===== src/rtl/kms_pkg.sv =====
package kms_pkg;

   typedef enum logic [1:0] {
      ST_WAIT   = 2'd0,
      ST_SETTLE = 2'd1,
      ST_PROBE  = 2'd2,
      ST_DRAIN  = 2'd3
   } kms_state_t;

   localparam logic [7:0] CMD_ENTER  = 8'h0D;
   localparam logic [7:0] CMD_NEWPW  = 8'h11;
   localparam logic [7:0] CMD_SAVE   = 8'h12;
   localparam logic [7:0] CMD_CURSOR = 8'h13;

   function automatic logic [7:0] kms_map(input logic [1:0] r, input logic [1:0] c);
      logic [7:0] v;
      case (r)
         2'd0:    v = 8'h31 + {6'd0, c};
         2'd1:    v = 8'h35 + {6'd0, c};
         2'd2: begin
            case (c)
               2'd0:    v = 8'h39;
               2'd1:    v = 8'h30;
               2'd2:    v = 8'h61;
               default: v = 8'h62;
            endcase
         end
         default: begin
            case (c)
               2'd0:    v = CMD_ENTER;
               2'd1:    v = CMD_NEWPW;
               2'd2:    v = CMD_SAVE;
               default: v = CMD_CURSOR;
            endcase
         end
      endcase
      return v;
   endfunction

endpackage


===== src/rtl/kms_stable_timer.sv =====
module kms_stable_timer #(
   parameter int LIMIT = 16
) (
   input  logic clk,
   input  logic rst_n,
   input  logic run,
   output logic done
);
   localparam int CNT_W = (LIMIT < 2) ? 1 : $clog2(LIMIT + 1);

   logic [CNT_W-1:0] cnt_q;

   assign done = run && (cnt_q == CNT_W'(LIMIT - 1));

   always_ff @(posedge clk) begin
      if (!rst_n)
         cnt_q <= '0;
      else if (!run || done)
         cnt_q <= '0;
      else
         cnt_q <= cnt_q + 1'b1;
   end
endmodule


===== src/rtl/kms_row_driver.sv =====
module kms_row_driver #(
   parameter int NUM_ROWS = 4,
   localparam int RIW = (NUM_ROWS < 2) ? 1 : $clog2(NUM_ROWS)
) (
   input  logic               probe_en,
   input  logic [RIW-1:0]     row_idx,
   output logic [NUM_ROWS-1:0] row_lines
);
   for (genvar g = 0; g < NUM_ROWS; g++) begin : g_row
      assign row_lines[g] = probe_en && (row_idx == RIW'(g));
   end
endmodule


===== src/rtl/kms_col_pick.sv =====
module kms_col_pick #(
   parameter int NUM_COLS = 4,
   localparam int CIW = (NUM_COLS < 2) ? 1 : $clog2(NUM_COLS)
) (
   input  logic [NUM_COLS-1:0] held,
   input  logic [NUM_COLS-1:0] probed,
   output logic                found,
   output logic [CIW-1:0]      col_idx
);
   logic [NUM_COLS-1:0] cand;
   logic [NUM_COLS-1:0] first;
   logic [NUM_COLS:0]   seen;

   assign cand    = ~held & probed;
   assign seen[0] = 1'b0;

   for (genvar g = 0; g < NUM_COLS; g++) begin : g_chain
      assign first[g]  = cand[g] & ~seen[g];
      assign seen[g+1] = seen[g] | cand[g];
   end

   assign found = seen[NUM_COLS];

   always_comb begin
      col_idx = '0;
      for (int i = 0; i < NUM_COLS; i++)
         if (first[i]) col_idx = col_idx | CIW'(i);
   end
endmodule


===== src/rtl/keypad_matrix_scanner.sv =====
module keypad_matrix_scanner #(
   parameter int NUM_ROWS   = 4,
   parameter int NUM_COLS   = 4,
   parameter int DEB_CYCLES = 20000
) (
   input  logic       clk,
   input  logic       rst_n,
   input  logic [3:0] col_in,
   output logic [7:0] port_out,
   output logic       key_valid,
   output logic [7:0] key_code
);
   import kms_pkg::*;

   localparam int RIW = (NUM_ROWS < 2) ? 1 : $clog2(NUM_ROWS);
   localparam int CIW = (NUM_COLS < 2) ? 1 : $clog2(NUM_COLS);
   localparam logic [RIW-1:0]      LAST_ROW = RIW'(NUM_ROWS - 1);
   localparam logic [NUM_COLS-1:0] ALL_HIGH = '1;

   if (NUM_ROWS != 4 || NUM_COLS != 4) begin : g_bad_shape
      $error("keypad_matrix_scanner: the code map needs a 4x4 matrix");
   end
   if (DEB_CYCLES < 1) begin : g_bad_deb
      $error("keypad_matrix_scanner: DEB_CYCLES must be at least 1");
   end

   kms_state_t           state_q;
   logic [RIW-1:0]       row_q;
   logic [NUM_COLS-1:0]  snap_q;
   logic                 valid_q;
   logic [7:0]           code_q;

   logic                 t_run;
   logic                 t_done;
   logic [NUM_ROWS-1:0]  rows;
   logic                 pick_found;
   logic [CIW-1:0]       pick_idx;

   assign t_run = ((state_q == ST_SETTLE) && (col_in == snap_q)) ||
                  ((state_q == ST_DRAIN)  && (col_in == ALL_HIGH));

   kms_stable_timer #(.LIMIT(DEB_CYCLES)) u_timer (
      .clk   (clk),
      .rst_n (rst_n),
      .run   (t_run),
      .done  (t_done)
   );

   kms_row_driver #(.NUM_ROWS(NUM_ROWS)) u_rows (
      .probe_en  (state_q == ST_PROBE),
      .row_idx   (row_q),
      .row_lines (rows)
   );

   kms_col_pick #(.NUM_COLS(NUM_COLS)) u_pick (
      .held    (snap_q),
      .probed  (col_in),
      .found   (pick_found),
      .col_idx (pick_idx)
   );

   always_ff @(posedge clk) begin
      if (!rst_n) begin
         state_q <= ST_WAIT;
         row_q   <= '0;
         snap_q  <= ALL_HIGH;
         valid_q <= 1'b0;
         code_q  <= '0;
      end else begin
         valid_q <= 1'b0;
         case (state_q)
            ST_WAIT: begin
               if (col_in != ALL_HIGH) begin
                  snap_q  <= col_in;
                  state_q <= ST_SETTLE;
               end
            end
            ST_SETTLE: begin
               if (col_in != snap_q)
                  state_q <= ST_WAIT;
               else if (t_done) begin
                  row_q   <= '0;
                  state_q <= ST_PROBE;
               end
            end
            ST_PROBE: begin
               if (col_in != snap_q) begin
                  state_q <= ST_DRAIN;
                  if (pick_found) begin
                     valid_q <= 1'b1;
                     code_q  <= kms_map(2'(row_q), 2'(pick_idx));
                  end
               end else if (row_q == LAST_ROW) begin
                  state_q <= ST_DRAIN;
               end else begin
                  row_q <= row_q + 1'b1;
               end
            end
            default: begin
               if (t_done) state_q <= ST_WAIT;
            end
         endcase
      end
   end

   assign port_out  = {rows, ALL_HIGH};
   assign key_valid = valid_q;
   assign key_code  = code_q;

endmodule


===== config.mk =====
export PLATFORM = sky130hd
export DESIGN_NAME = keypad_matrix_scanner
export DESIGN_NICKNAME = d
export VERILOG_FILES = /design/src/rtl/kms_pkg.sv /design/src/rtl/kms_stable_timer.sv /design/src/rtl/kms_row_driver.sv /design/src/rtl/kms_col_pick.sv /design/src/rtl/keypad_matrix_scanner.sv
export SDC_FILE = /design/constraint.sdc
export NUM_CORES = 1
export LEC_CHECK = 0
export CORE_UTILIZATION = 55
export DETAILED_ROUTE_END_ITERATION = 12
export DONT_BUFFER_PORTS = 1
export PLACE_DENSITY = 0.77
export SKIP_LAST_GASP = 1
export SYNTH_ARGS = -nofsm -noshare
export SYNTH_HDL_FRONTEND = slang
export SYNTH_SLANG_ARGS = --single-unit

===== constraint.sdc =====
create_clock -name clk -period 3.96 [get_ports clk]
set_clock_uncertainty 0.05 [all_clocks]
set_input_delay 0.792 -clock clk [delete_from_list [all_inputs] [get_ports clk]]
set_output_delay 0.792 -clock clk [all_outputs]
set_load 0.01 [all_outputs]

==> results of run 1 <==
==> report_power, final <==
group          leakage [uW]  internal [uW]  switching (uW)
combinational      0.000361           25.3            38.8
sequential         0.000251            318            7.43
clock             0.0000482            149             112
==> per-layer routing <==
metal  GRT usage (%)  share of wire, %  up-vias
met5               0                 0        -
met4           7.143               1.3        0
met3           7.366               6.1        5
met2           36.54                45       45
met1           32.40                48      678
li1                -                 -      719
==> cell families after synthesis <==
family | synth area share, %
AOI/OAI and AO/OA | 14.15
xor gates and xnor gates | 6.672
adders and majority gates | 9.531
buffers and inverters | 7.405
DFF | 36.36
muxes | 1.246
other | 0.4400
and+or+nand+nor | 24.19
==> worst max-delay path: stages (launching register included) <==
cell and delay (ps):
dfxtp_1 440, ha_1 440, inv_1 230, nor2_1 250
==> metrics by stage <==
| step | std cells | utilization, % | total power [uW] | setup slack (ps) | area (um2) |
|---|---|---|---|---|---|
| floorplan | 210 | - | 385.8 | 1514 | 1718 |
| global placement | 229 | 59.39 | 389.5 | 1618 | 1694 |
| detailed placement | 229 | 59.39 | 393.6 | 1544 | 1694 |
| CTS | 237 | 62.41 | 653.7 | 1415 | 1780 |
| global route | 237 | 62.41 | 677.9 | 1341 | 1780 |
| finish | 237 | 62.41 | 650.7 | 1422 | 1780 |
==> final timing paths <==
check	start	to	slack [ps]	cells past startpoint
worst max-delay path	row_q[0]	port_out[7]	1420	3
worst min-delay path	u_timer.cnt_q[0]	u_timer.cnt_q[0]	430	1
worst max register to register	u_timer.cnt_q[5]	u_timer.cnt_q[8]	1730	4
worst min register to register	u_timer.cnt_q[0]	u_timer.cnt_q[0]	430	1
==> state kept, by name, summed over array words and instances, names as in the netlist <==
signal	cells
key_valid	1
state_q	2
snap_q	4
u_timer.cnt_q	15
key_code	7
row_q	2
==> cells in the final DEF, fill, tap and decap left out, drive strengths merged, types with 4 or more instances in the layout <==
cell and instances:
nand2b 4, xor2 4, a21oi 7, inv 15, xnor2 9, nand4 6
dfxtp 31, nor2 24, conb 5, clkbuf 6, nand2 18, nor3 10
nand3 6, ha 13, nor4 5
==> layout make-up <==
type | count | area [um2] | share of cell area [%]
clock buffers | 6 | 51.30 | 2.881
clock inverters | 2 | 35.03 | 1.968
inverters | 15 | 56.30 | 3.162
multi-input cells | 151 | 970.9 | 54.53
flip-flops and latches | 31 | 620.6 | 34.86
well taps | 31 | 38.79 | 2.178
repair buffers | 1 | 7.507 | 0.4216
==> summary.md, run 1 <==
| Metric | Value |
|---|---|
| Leak | `0.0006602 uW` |
| Avg Vias per Cell | `6.105` |
| I/O pin cnt | `23` |
| Count leader, synth | `dfxtp_1` |
| Synth Register Bits | `31` |
| Fin. Hold Viols | `0` |
| Inserted Diodes | `0` |
| GRT Resource Usage Total | `23.82%` |
| Die X | `57.71 um` |
| CTS Buf Count | `5` |
| Outcome | `finished with violations` |
| Hpwl dp | `2.456 mm` |
| RSZ-0062 raised after global routing | `no` |
| Layout cells sized above 1 | `5.825%` |
| GRT overflow | `0` |
| Starting Density | `approximately 60%` |
| CTS tree | `yes` |
| Critical Path Source Type | `register` |
| Clock-pin slew on the worst setup and hold paths | `100 ps` |
| Post-Route WL | `roughly 3.4 mm` |
| Crit. End Element | `output pin` |
| Synth async-reset ratio | `0%` |
| Post-synthesis instance total | `207` |
| Post-CTS resize count | `0` |
| DRC Markers | `3` |
| Root Buffer | `clkbuf_4` |
| Max-slew violation count | `0` |
| Via count | `~1,400` |
| Final Setup Violations | `0` |
| Fmax | `a little under 400 MHz` |
| Tcrit/Tclk final | `between 60% and 70%` |
| Synth cell count leaders | `31 x dfxtp_1, 24 x nor2_1, 18 x nand2_1` |
| Crit Path Max Fanout | `11` |
| Worst VDD drop | `0.2200 mV` |
| Final Wtd Congestion | `a little under 0.9` |
| Synthesized area per cell | `8.245 um2` |
| Clk Latency, worst-skew pair | `340 ps` |
| Slew margin rel. | `47.92%` |
| Worst Path Arrival | `1700 ps` |
| Synth top area cells | `dfxtp_1 36%, ha_1 9.5%, nor2_1 5.3%` |
| First-pass DRT Iterations | `8` |
| Max Root-Sink Buffers | `2` |
| DR iter-0 viols | `57` |
| Area Growth Syn to Fin | `4.326%` |
| CTS Hold Bufs | `0` |
| Routed Antenna Nets | `0` |
| Largest net degree at the start of global routing | `17` |
| Routed length per instance | `14.44 um` |
| Cell taking the most area after synthesis | `dfxtp_1` |
| Fill count | `250` |
| First-pass GRT wire length | `between 6 and 7 mm` |
| Mapped cell area | `1707 um2` |
| Yosys Warn Count | `0` |
| Final period demand of the worst path | `between 2000 and 3000 ps` |
| Pwr/cell area | `365.5 nW/um2` |
| Max Cap Viol | `0` |
| Slew @ Worst Pin | `775.2 ps` |
| Full die area | `3330 um2` |
| Share of the synthesized area in the top cell type | `36.36%` |
| Setup Crit Path Kind | `reg2out` |
| Core ar. | `2853 um2` |
| Post-synth EDFFs | `0` |
| Worst Path Required | `3120 ps` |
| Distinct cells, synth | `39` |
| # rows | `19` |
| Hold slack final | `434.9 ps` |
| Violated checks | `design-rule violations` |
| Min-Delay Path Class | `reg2reg` |
| Vias in the first global route | `between 1,000 and 1,500` |
| H-tree depth | `2` |
| Antenna violations before repair | `0` |
| PortBufs | `0` |
| Clock Sinks | `31` |
| Setup TNS | `0 ps` |
| Post-synthesis sequential area ratio | `between 30% and 40%` |
| Die Y | `57.71 um` |
| Most used DFF post-synth | `dfxtp_1` |
| Final nets | `224` |
| Post-CTS Setup Bufs | `0` |
Power figures use the tool's default switching activity.
==> inputs of run 2 (changes only) <==
--- a/config.mk
+++ b/config.mk
@@ -8,7 +8,7 @@
 export CORE_UTILIZATION = 55
 export DETAILED_ROUTE_END_ITERATION = 12
 export DONT_BUFFER_PORTS = 1
-export PLACE_DENSITY = 0.77
+export PLACE_DENSITY = 0.8
 export SKIP_LAST_GASP = 1
 export SYNTH_ARGS = -nofsm -noshare
 export SYNTH_HDL_FRONTEND = slang
==> constraint.sdc (replaced) <==
create_clock -name clk -period 2 [get_ports clk]
set_clock_uncertainty 0.05 [all_clocks]
set_input_delay 0.4 -clock clk [delete_from_list [all_inputs] [get_ports clk]]
set_output_delay 0.4 -clock clk [all_outputs]
set_load 0.01 [all_outputs]
==> run 2 against run 1 <==
Effect of this change:
- the flow still finishes with violations (design-rule violations)
- worst setup slack got worse by 1400 ps
- cell count up 4.6%
- critical path depth is 1 higher
- global-route usage grew 0.38 points
- largest cell class unchanged
- die area is the same
- via count up 3.9%
- non-clock buffer count rose by 12
- total power grew 78%
- sequential power grew 96%
- core utilization is 2.5 points higher
- sequential cell count unchanged
==> summary.md, run 2 (synthesis results as in run 1) <==
| Metric | Value |
|---|---|
| Top reg by flops | `u_timer.cnt_q` |
| GRT overflow | `0` |
| Post-Route WL | `around 3.7 mm` |
| Commonest non-fill, non-tap cell in the layout | `dfxtp_1` |
| Routed Antenna Nets | `0` |
| Max-slew violation count | `0` |
| Worst path cell trace | `or4b_1 > or4_4 > or3_1 > a21oi_1` |
| Starting Density | `59.82%` |
| Via count | `1,504` |
| Full die area | `~3300 um2` |
| Final nets | `around 240` |
| Max Root-Sink Buffers | `2` |
| Fmax | `511.0 MHz` |
| Min-Delay Path Class | `in2reg` |
| CTS tree | `yes` |
| GRT Resource Usage Total | `roughly 24%` |
| Die X | `57.71 um` |
| CTS Hold Bufs | `0` |
| DR iter-0 viols | `40` |
| WHS Endpoint | `snap_q[3]` |
| Largest net degree at the start of global routing | `16` |
| Hold slack final | `85.93 ps` |
| Avg Vias per Cell | `6.065` |
| Max Cap Viol | `0` |
| Min setup slack post-route | `43.15 ps` |
| Fin util | `64.96%` |
| Clock Sinks | `31` |
| Pwr/cell area | `between 600 and 700 nW/um2` |
| Clock-pin slew on the worst setup and hold paths | `90 ps` |
| Tcrit/Tclk final | `slightly below 100%` |
| Placed Instances | `approximately 240` |
| R2r setup slk | `40 ps` |
| HP Start | `rst_n` |
| Setup Crit Path Kind | `reg2reg` |
| DRC Markers | `5` |
| H-tree depth | `2` |
| I/O pin cnt | `23` |
| First-pass DRT Iterations | `9` |
| Routed length per instance | `15.06 um` |
| Inserted Diodes | `0` |
| Vias in the first global route | `1,497` |
| Crit Path Max Fanout | `4` |
| Crit. End Element | `register` |
| Slowest cell on the critical path | `or4b_1` |
| Final period demand of the worst path | `1957 ps` |
| Final Setup Violations | `0` |
| Outcome | `finished with violations` |
| Hold path cells | `1` |
| RSZ-0062 raised after global routing | `yes` |
| Number of flip-flops in the largest register | `15` |
| Layout cells sized above 1 | `12.90%` |
| Critical R2R Launch | `u_timer.cnt_q[13]` |
| Layout Cells excl Fill | `248` |
| Worst Path Required | `2210 ps` |
| Antenna violations before repair | `0` |
| CTS Buf Count | `5` |
| Hpwl dp | `2.763 mm` |
| DP Worst Slack | `21.86 ps` |
| Violated checks | `design-rule violations` |
| Worst VDD drop | `approximately 0.5 mV` |
| Slowest stage delay, CP | `~520 ps` |
| Commonest non-fill, non-tap cells in the layout | `30 x dfxtp_1, 23 x nor2_1, 18 x nand2_1` |
| Reg2reg end | `state_q[1]` |
| First-pass GRT wire length | `6.189 mm` |
| Core ar. | `2853 um2` |
| Die Y | `57.71 um` |
| # rows | `19` |
| CP delay by family, top | `simple AND/OR/NAND/NOR gates` |
| Reg2reg path depth | `4` |
| PortBufs | `0` |
| Clk Latency, worst-skew pair | `about 330 ps` |
| Leak | `around 0.00070 uW` |
| Fin area | `around 1900 um2` |
| Worst Path Arrival | `2160 ps` |
| Critical Path Source Type | `register` |
| CP bufs+invs | `0` |
| Fin. Hold Viols | `0` |
| Root Buffer | `clkbuf_4` |
| Post-CTS Setup Bufs | `0` |
| Cell Area, Placed | `1784 um2` |
| Final Wtd Congestion | `between 0.8 and 0.9` |
| Area Growth Syn to Fin | `8.578%` |
run 2: layout make-up:
cell class,instances,area (um2)
Timing Repair Buffer,13,97.59
Multi-Input combinational cell,151,982.2
Tap cell,31,38.79
Clock buffer,6,51.30
Fill cell,250,999.7
Inverter,15,56.30
Clock inverter,1,5.005
Sequential cell,31,621.8
run 2: routing by layer:
layer,global-route usage (%),vias to the layer above,share of wire (%)
li1,-,737,-
met1,26.37,699,43
met2,42.86,54,49
met3,6.473,14,5.4
met4,12.93,0,2.8
met5,0,-,0
run 2: power breakdown:
part | switching (uW) | internal [uW]
logic | 84.4 | 59.8
clock network | 210 | 163
registers | 9.45 | 629
run 2: through the flow:
step | total power, uW | TNS, ps
2_1_floorplan | 763.9 | 0
3_3_place_gp | 780.7 | 0
3_5_place_dp | 790.7 | 0
4_1_cts | 1161 | 0
5_1_grt | 1211 | -57.41
6_report | 1155 | 0
run 2: worst max path at each step:
stage                       from     endpoint  slack, ps  cells past startpoint
4_1_cts        u_timer.cnt_q[13]   state_q[1]         30                      4
3_3_place_gp   u_timer.cnt_q[13]   state_q[1]         90                      4
6_report       u_timer.cnt_q[13]   state_q[1]         40                      4
2_1_floorplan          col_in[2]  key_code[0]         30                      7
5_1_grt                snap_q[1]  key_code[2]        -60                      9
3_5_place_dp   u_timer.cnt_q[13]   state_q[1]         20                      4
run 2: repair_timing:
item,CTS,global route
gates cloned,0,0
resized for setup,1,4
endpoints found under the setup margin,1,6
